**src/rtl/coh_pkg.sv**
```systemverilog
package coh_pkg;

    typedef enum logic [1:0] {
        ST_I = 2'd0,
        ST_S = 2'd1,
        ST_E = 2'd2,
        ST_M = 2'd3
    } mesi_e;

    typedef enum logic [2:0] {
        SN_RD        = 3'd0,
        SN_RD_ATOM   = 3'd1,
        SN_RDX       = 3'd2,
        SN_RDX_ATOM  = 3'd3,
        SN_INV       = 3'd4,
        SN_WR_INV    = 3'd5,
        SN_RSV6      = 3'd6,
        SN_RSV7      = 3'd7
    } snp_kind_e;

    typedef struct packed {
        logic  shared;
        logic  retry;
        logic  push;
        logic  upd;
        mesi_e nstate;
    } snp_resp_t;

    // Decide the reaction to one sampled snoop.
    function automatic snp_resp_t snoop_decide(
        input logic      act,
        input logic      pending,
        input logic      hit,
        input mesi_e     cur,
        input snp_kind_e kind
    );
        snp_resp_t r;
        r = '0;
        r.nstate = cur;
        if (act) begin
            if (pending) begin
                r.retry = 1'b1;
            end else if (hit) begin
                case (kind)
                    SN_RD, SN_RD_ATOM: begin
                        r.shared = 1'b1;
                        r.retry  = (cur == ST_M);
                        if (cur != ST_S) begin
                            r.upd    = 1'b1;
                            r.nstate = ST_S;
                        end
                    end
                    SN_RDX, SN_RDX_ATOM: begin
                        r.upd    = 1'b1;
                        r.nstate = ST_I;
                        if (cur == ST_M) begin
                            r.shared = 1'b1;
                            r.retry  = 1'b1;
                            r.push   = 1'b1;
                        end
                    end
                    SN_INV, SN_WR_INV: begin
                        r.upd    = 1'b1;
                        r.nstate = ST_I;
                    end
                    default: r.upd = 1'b0;
                endcase
            end
        end
        return r;
    endfunction

endpackage

```
**src/rtl/coh_tag_array.sv**
```systemverilog
module coh_tag_array
    import coh_pkg::*;
#(
    parameter int SETS  = 8,
    parameter int TAG_W = 24,
    localparam int IDX_W = $clog2(SETS)
) (
    input  logic             clk,
    input  logic             rst,
    input  logic [IDX_W-1:0] a_idx,
    input  logic [TAG_W-1:0] a_tag,
    output logic             a_hit,
    output mesi_e            a_state,
    input  logic [IDX_W-1:0] b_idx,
    input  logic [TAG_W-1:0] b_tag,
    output mesi_e            b_state,
    input  logic             fill_en,
    input  logic [IDX_W-1:0] fill_idx,
    input  logic [TAG_W-1:0] fill_tag,
    input  mesi_e            fill_state,
    input  logic             upd_en,
    input  logic [IDX_W-1:0] upd_idx,
    input  mesi_e            upd_state
);

    logic [TAG_W-1:0] tag_q [SETS];
    mesi_e            st_q  [SETS];

    always_ff @(posedge clk) begin
        if (rst) begin
            for (int i = 0; i < SETS; i++) begin
                st_q[i]  <= ST_I;
                tag_q[i] <= '0;
            end
        end else begin
            if (fill_en) begin
                st_q[fill_idx]  <= fill_state;
                tag_q[fill_idx] <= fill_tag;
            end
            // snoop update is written last so it wins on a shared set
            if (upd_en) begin
                st_q[upd_idx] <= upd_state;
            end
        end
    end

    assign a_state = st_q[a_idx];
    assign a_hit   = (st_q[a_idx] != ST_I) && (tag_q[a_idx] == a_tag);
    assign b_state = ((st_q[b_idx] != ST_I) && (tag_q[b_idx] == b_tag)) ? st_q[b_idx] : ST_I;


    snoop_wins_chk: assert property (@(posedge clk) disable iff (rst)
        upd_en |=> st_q[$past(upd_idx)] == $past(upd_state));


    fill_write_chk: assert property (@(posedge clk) disable iff (rst)
        fill_en && !(upd_en && upd_idx == fill_idx)
        |=> st_q[$past(fill_idx)] == $past(fill_state) && tag_q[$past(fill_idx)] == $past(fill_tag));

endmodule

```
**src/rtl/coh_push_ctl.sv**
```systemverilog
module coh_push_ctl #(
    parameter int ADDR_W = 32
) (
    input  logic              clk,
    input  logic              rst,
    input  logic              start,
    input  logic [ADDR_W-1:0] start_addr,
    input  logic              ack,
    output logic              req,
    output logic [ADDR_W-1:0] addr
);

    always_ff @(posedge clk) begin
        if (rst) begin
            req  <= 1'b0;
            addr <= '0;
        end else if (start) begin
            req  <= 1'b1;
            addr <= start_addr;
        end else if (req && ack) begin
            req <= 1'b0;
        end
    end


    req_hold_chk: assert property (@(posedge clk) disable iff (rst)
        req && !ack |=> req);


    addr_hold_chk: assert property (@(posedge clk) disable iff (rst)
        req && !ack |=> $stable(addr));


    req_drop_chk: assert property (@(posedge clk) disable iff (rst)
        req && ack && !start |=> !req);

endmodule

```
**src/rtl/coh_snoop_ctl.sv**
```systemverilog
module coh_snoop_ctl
    import coh_pkg::*;
#(
    parameter int ADDR_W = 32,
    parameter int OFF_W  = 5,
    parameter int SETS   = 8,
    localparam int IDX_W = $clog2(SETS),
    localparam int TAG_W = ADDR_W - OFF_W - IDX_W
) (
    input  logic              clk,
    input  logic              rst,
    input  logic              snp_valid,
    input  logic [2:0]        snp_kind,
    input  logic              snp_coherent,
    input  logic [ADDR_W-1:0] snp_addr,
    output logic              shared_o,
    output logic              retry_o,
    output logic              push_req,
    output logic [ADDR_W-1:0] push_addr,
    input  logic              push_ack,
    input  logic              fill_en,
    input  logic [ADDR_W-1:0] fill_addr,
    input  logic [1:0]        fill_state,
    input  logic [ADDR_W-1:0] lkp_addr,
    output logic [1:0]        lkp_state
);

    logic       snp_hit;
    mesi_e      snp_state;
    mesi_e      lkp_st;
    snp_resp_t  resp;
    logic [ADDR_W-1:0] line_addr;

    coh_tag_array #(
        .SETS  (SETS),
        .TAG_W (TAG_W)
    ) i_tags (
        .clk        (clk),
        .rst        (rst),
        .a_idx      (snp_addr[OFF_W +: IDX_W]),
        .a_tag      (snp_addr[ADDR_W-1 -: TAG_W]),
        .a_hit      (snp_hit),
        .a_state    (snp_state),
        .b_idx      (lkp_addr[OFF_W +: IDX_W]),
        .b_tag      (lkp_addr[ADDR_W-1 -: TAG_W]),
        .b_state    (lkp_st),
        .fill_en    (fill_en),
        .fill_idx   (fill_addr[OFF_W +: IDX_W]),
        .fill_tag   (fill_addr[ADDR_W-1 -: TAG_W]),
        .fill_state (mesi_e'(fill_state)),
        .upd_en     (resp.upd),
        .upd_idx    (snp_addr[OFF_W +: IDX_W]),
        .upd_state  (resp.nstate)
    );

    always_comb begin
        resp = snoop_decide(snp_valid && snp_coherent, push_req, snp_hit,
                            snp_state, snp_kind_e'(snp_kind));
    end

    assign line_addr = {snp_addr[ADDR_W-1:OFF_W], {OFF_W{1'b0}}};
    assign lkp_state = lkp_st;

    always_ff @(posedge clk) begin
        if (rst) begin
            shared_o <= 1'b0;
            retry_o  <= 1'b0;
        end else begin
            shared_o <= resp.shared;
            retry_o  <= resp.retry;
        end
    end

    coh_push_ctl #(
        .ADDR_W (ADDR_W)
    ) i_push (
        .clk        (clk),
        .rst        (rst),
        .start      (resp.push),
        .start_addr (line_addr),
        .ack        (push_ack),
        .req        (push_req),
        .addr       (push_addr)
    );


    resp_window_chk: assert property (@(posedge clk) disable iff (rst)
        (shared_o || retry_o) |-> $past(snp_valid && snp_coherent));


    ignore_noncoh_chk: assert property (@(posedge clk) disable iff (rst)
        snp_valid && !snp_coherent |=> !shared_o && !retry_o);


    busy_retry_chk: assert property (@(posedge clk) disable iff (rst)
        snp_valid && snp_coherent && push_req |=> retry_o && !shared_o);


    push_with_resp_chk: assert property (@(posedge clk) disable iff (rst)
        $rose(push_req) |-> retry_o && shared_o);

endmodule

```
**config.mk**
```make
export PLATFORM = sky130hd
export DESIGN_NAME = coh_snoop_ctl
export DESIGN_NICKNAME = d
export VERILOG_FILES = /design/src/rtl/coh_pkg.sv /design/src/rtl/coh_tag_array.sv /design/src/rtl/coh_push_ctl.sv /design/src/rtl/coh_snoop_ctl.sv
export SDC_FILE = /design/constraint.sdc
export NUM_CORES = 1
export LEC_CHECK = 0
export BUFFER_PORTS_ARGS = -buffer_cell sky130_fd_sc_hd__buf_2
export CAP_MARGIN = 10
export CORE_MARGIN = 1
export CORE_UTILIZATION = 40
export CTS_CLUSTER_DIAMETER = 50
export CTS_CLUSTER_SIZE = 20
export DETAILED_ROUTE_END_ITERATION = 10
export HOLD_SLACK_MARGIN = 0.1
export MAX_ROUTING_LAYER = met4
export SLEW_MARGIN = 20
export SYNTH_ARGS = -nofsm -noshare
export SYNTH_HDL_FRONTEND = slang
export SYNTH_SLANG_ARGS = --single-unit
```
**constraint.sdc**
```tcl
create_clock -name clk -period 3.7 [get_ports clk]
set_clock_uncertainty 0.05 [all_clocks]
set_input_delay 0.37 -clock clk [delete_from_list [all_inputs] [get_ports clk]]
set_output_delay 0.37 -clock clk [all_outputs]
set_load 0.01 [all_outputs]
```
; ---- Word-level counts from Yosys, hierarchy flattened
; Memory sizes are Yosys's and may differ from the RTL's.
; Index checks and enable logic that the tools add are counted.
; W data, S select, Z words.
[word_totals]
register_bits = 30
mem_bits_rw = 208
in_bits = 107
output_inout_bits = 37
n_memories = 2
[op_classes]
n_eq_ne = 9
n_mux = 30
n_bitwise = 2
reduce_logical = 16
[mem_list]
columns = memory, depth, width, read_ports, rd_clocked_by_memory_dff, wr, line
row1 = i_tags.tag_q, 8, 24, 2, 0, 8, coh_tag_array.sv:26  ; logic [TAG_W-1:0] tag_q [SETS];
row2 = i_tags.st_q, 8, 2, 2, 0, 8, coh_tag_array.sv:27  ; mesi_e st_q [SETS];
[ops]
columns = op, count
row1 = $eq A24 B24 Y1, 2
row2 = $mux W24, 1
row3 = $reduce_or A24 Y1, 1
row4 = $mux W1, 15
row5 = $mux W3, 5
row6 = $reduce_or A2 Y1, 5
row7 = $mux W4, 2
row8 = $pmux W2 S2, 2
row9 = $reduce_or A4 Y1, 2
row10 = $eq A3 B2 Y1 const B, 2
row11 = $eq A3 B3 Y1 const B, 2
row12 = $mux W2, 3
row13 = $mux W6, 1
row14 = $reduce_bool A2 Y1, 3
row15 = $logic_and A1 B1 Y1, 4
row16 = $eq A3 B1 Y1 const B, 1
row17 = $logic_not A3 Y1, 1
row18 = $eq A2 B2 Y1 const B, 1
row19 = $ne A2 B1 Y1 const B, 1
row20 = $not A1 Y1, 2
row21 = $pmux W1 S2, 1

; ---- Logic depth before layout (Yosys ltp)
; An unclocked memory read counts as a cell.
[logic_depth]
ltp_word = 12
ltp_mapped = 14

; ---- Cells and area by module
; A second synthesis with hierarchy kept.
[unflattened]
cells_unflattened = 902
area_unflattened_um2 = 13116.3
[modules_own_cells]
columns = mod, instances, cells_each, area_per_inst_um2, seq_area_each_um2
row1 = coh_tag_array, 1, 771, 11706.2, 6246.0
row2 = coh_push_ctl, 1, 108, 1204.9, 660.6
row3 = coh_snoop_ctl, 1, 23, 205.2, 40.0

; ---- Worst setup path before layout
; Ideal clock, no wire load.
[synth_timing]
path_type = input to output
start = input lkp_addr[5]
end = output lkp_state[0]
arrival_time_ps = 3018
t_required_ps = 3280
setup_slack_ps = 262
path_stages = 9
cell_sequence = clkbuf_1 -> buf_1 -> buf_2 -> mux4_2 -> mux2i_1 -> xor2_1 -> nand4_1 -> nor4_1 -> nor2b_1
[synth_between]
elab_chain_len = 4
elab_cells_between_ends = 6
cone_classes = eq/ne (1) / mux (1) / reduce/logical (2) / memory (2)
[synth_lines]
columns = element, line
row1 = "start, declared", coh_snoop_ctl.sv:24  ; input logic [ADDR_W-1:0] lkp_addr,
row2 = $mem_v2 Z8 W24 or $mem_v2 Z8 W2 (tied branches), n/a
row3 = $eq A24 B24 Y1 or $reduce_bool A2 Y1 (tied branches), coh_tag_array.sv:49  ; assign b_state = ((st_q[b_idx] != ST_I) && (tag_q[b_idx] == b_tag)) ? st_q[b_idx] : ST_I;
row4 = $logic_and A1 B1 Y1, coh_tag_array.sv:49
row5 = $mux W2 *, coh_tag_array.sv:49
row6 = "end, declared", coh_snoop_ctl.sv:25  ; output logic [1:0] lkp_state
; Every way passes the cells marked *; elsewhere a longest branch is shown, timed or not.

==> impl_metrics.env <==
export IMPL_dp_cells=1586
export IMPL_tightest_slew_ns=0.9211
export IMPL_synth_edf_count=208
export IMPL_peakVddDrop_uv=415.5
export IMPL_period_share=0.9315
export IMPL_grt_usage=0.2444
export IMPL_critical_path_required_ns=3.28
export IMPL_yosysMostFrequentCell="edfxtp_1"
export IMPL_r2r_end="i_tags.st_q[6][1]"
export IMPL_drive_above_1_share=0.2797
export IMPL_drt_iter0_markers=658
export IMPL_r2r_start="i_tags.tag_q[2][5]"
export IMPL_rsz0062_at_grt="false"
export IMPL_numCtsBuffers=26
export IMPL_max_freq_mhz=290.1
export IMPL_path_max_fanout=2
export IMPL_pwr_share_comb=0.137
export IMPL_ys_seq_area_frac=0.5161
export IMPL_cp_start_kind="flop"
export IMPL_cts_post_setup_buffers_inserted=0
export IMPL_final_cells=1665
export IMPL_p_clk_frac=0.404
export IMPL_wire_per_inst_um=23.99
export IMPL_setup_worst_path_class="flop to output pin"
export IMPL_core_mm2=0.03262
export IMPL_r2r_slack_ns=0.33
export IMPL_fin_area_mm2=0.01604
export IMPL_grt_pass1_vias=9304
export IMPL_async_flop_share=0
export IMPL_synth_top_cell_area_share=0.4708
export IMPL_avgSynthCellArea_um2=12.99
export IMPL_p_int_uw=5075
export IMPL_n_fill_cell=2858
export IMPL_worstPathArrival_ns=3.03
export IMPL_die_y_um=184.1
export IMPL_rows=66
export IMPL_via_per_inst=5.590
export IMPL_dr_pass1_iters=5
export IMPL_power_uw=6842
export IMPL_dieArea_mm2=0.03390
export IMPL_synth_area_leaders="edfxtp_1 47%, mux4_2 11%, and2_1 9.1%"
export IMPL_power_density_mw_per_mm2=426.6
export IMPL_p_leak_uw=0.006212
export IMPL_power_switching_uw=1767
export IMPL_htreeDepth=1
export IMPL_area_delta_synth_final_pct=20.88
export IMPL_grt_max_degree=55
export IMPL_antenna_found_initial=5
export IMPL_seq_power_share=0.459
export IMPL_synth_area_leader_cell="edfxtp_1"
export IMPL_cts_root_buf="clkbuf_16"
export IMPL_swShare=0.2582
export IMPL_end_kind="output pin"
export IMPL_yosysUniqueCellTypes=68
export IMPL_netlist_instances=1021
export IMPL_timing_final_hold_violations=0
export IMPL_grt_pass1_wl_um=58350
export IMPL_drv_slew=0
export IMPL_outcome="finished, final reports clean"
export IMPL_setup_viol_count_final=0
export IMPL_drc=0
export IMPL_ant_nets=0
export IMPL_ys_warn_count=0
export IMPL_port_buffers=122
export IMPL_seqCellArea_mm2=0.006847
export IMPL_min_path_cells=2
export IMPL_synth_flop_cell="edfxtp_1"
export IMPL_clkSlewWorstSetupHoldPaths_ns=0.07
export IMPL_yosys_top_cells_count="208 x edfxtp_1, 194 x and2_1, 100 x mux2i_1, 66 x mux4_2, 41 x a21oi_1"
export IMPL_dieWidth_um=184.1
export IMPL_ff2ff_path_depth=10
export IMPL_hp_start="fill_addr[15]"
export IMPL_vias=9308
export IMPL_hold_path_class="input pin to flop"
export IMPL_cts_sinks=238
export IMPL_place_area_mm2=0.01481
export IMPL_start_util=0.4067
export IMPL_drv_cap=0
export IMPL_wl_um=39950
export IMPL_multi_input_area_mm2=0.006132
export IMPL_min_to="i_tags.tag_q[0][7]"
export IMPL_ioPinCount=144
export IMPL_insertion_delay_ns=0.54
export IMPL_finalCriticalPeriod_ns=3.447
export IMPL_cts_tree="done"
export IMPL_nNetsFinal=1310
export IMPL_cts_path_max_buffers=3
export IMPL_slew_headroom=0.3859
export IMPL_dp_hpwl_um=26170
export IMPL_place_gp_congestion=0.8604
export IMPL_ys_seq_elements=238
export IMPL_syn_area_mm2=0.01327
export IMPL_grt_overflow=0
-- flip-flops by register name (all words and copies together) (netlist names) --
register and count:
i_push.addr 27, retry_o 1, i_tags.st_q 16, i_push.req 1, i_tags.tag_q 192, shared_o 1
-- cells by family after synthesis --
kind of cell,share of synthesized area
simple gates,0.1623
flops,0.5161
mux,0.1960
compound gates,0.07111
buf+inv,0.02735
xor+xnor,0.02311
fa+ha+maj,0.003773
other cells,0.0002827
-- cell usage in the layout, fill, tap and decap left out, types with 18 or more instances in the layout --
| master | instances |
|---|---|
| clkbuf_16 | 27 |
| and2_1 | 194 |
| xor2_1 | 18 |
| mux4_2 | 66 |
| a22oi_1 | 20 |
| a21oi_1 | 41 |
| nand3_1 | 29 |
| dlygate4sd3_1 | 27 |
| nand2_1 | 21 |
| edfxtp_1 | 208 |
| buf_4 | 63 |
| buf_2 | 120 |
| mux2i_1 | 99 |
| dfxtp_1 | 30 |
| a21bo_1 | 23 |
-- worst max-delay path, cell delays in order (launching register included) --
cell and delay, ns:
edfxtp_1 0.40, mux4_2 0.50, mux2i_2 0.26, xnor2_1 0.13, nor4_1 0.32, nand4_1 0.28, nor4_4 0.29, nor2b_1 0.17
buf_2 0.13
-- routing by layer --
| metal | GRT usage | wire, µm |
|---|---|---|
| met1 | 0.3098 | 16790 |
| met2 | 0.4108 | 19520 |
| met3 | 0.03636 | 2816 |
| met4 | 0.06133 | 813 |
| met5 | - | 0 |
-- power by group through the flow --
stage	Combinational [µW]	Sequential, µW	Clock, µW
2_1_floorplan	540	3170	0
3_3_place_gp	898	3190	0
3_5_place_dp	904	3200	0
4_1_cts	932	3140	2790
5_1_grt	994	3160	2900
6_report	936	3140	2760
-- through the flow --
| step | TNS [ns] | util | hold WS [ns] | worst slack [ns] |
|---|---|---|---|---|
| 2_1_floorplan | 0 | - | 0.4594 | 0.2617 |
| 3_3_place_gp | -0.04770 | 0.4539 | 0.4970 | -0.02505 |
| 3_5_place_dp | -0.3032 | 0.4539 | 0.4986 | -0.04395 |
| 4_1_cts | 0 | 0.4909 | 0.1352 | 0.04270 |
| 5_1_grt | 0 | 0.4916 | 0.1400 | 0.06186 |
| 6_report | 0 | 0.4916 | 0.1377 | 0.2534 |
-- area by class of cell --
class                   count  area share
multi-input cells         706      0.3824
clock buffers              27     0.04213
inverters                   7    0.001638
flip-flops and latches    238      0.4269
repair buffers            220     0.09628
clock inverters            21     0.01553
diodes                      4   0.0006242
well taps                 442     0.03449
-- what timing repair did --
item,in CTS,in global routing
hold buffers,27,0
gates resized for setup,2,2
pin swaps,0,2
endpoints found under the setup margin,2,2
hold endpoints to repair,26,0
-- worst max-delay path by stage --
| stage | start | endpoint | slack, ns |
|---|---|---|---|
| 3_5_place_dp | snp_addr[7] | i_tags.st_q[7][1] | -0.04 |
| 3_3_place_gp | snp_addr[7] | i_tags.st_q[7][1] | -0.03 |
| 4_1_cts | i_tags.tag_q[7][3] | lkp_state[1] | 0.04 |
| 6_report | i_tags.tag_q[3][3] | lkp_state[0] | 0.25 |
| 2_1_floorplan | lkp_addr[5] | lkp_state[0] | 0.26 |
| 5_1_grt | i_tags.tag_q[7][4] | lkp_state[1] | 0.06 |
(Power assumes the default switching activity.)
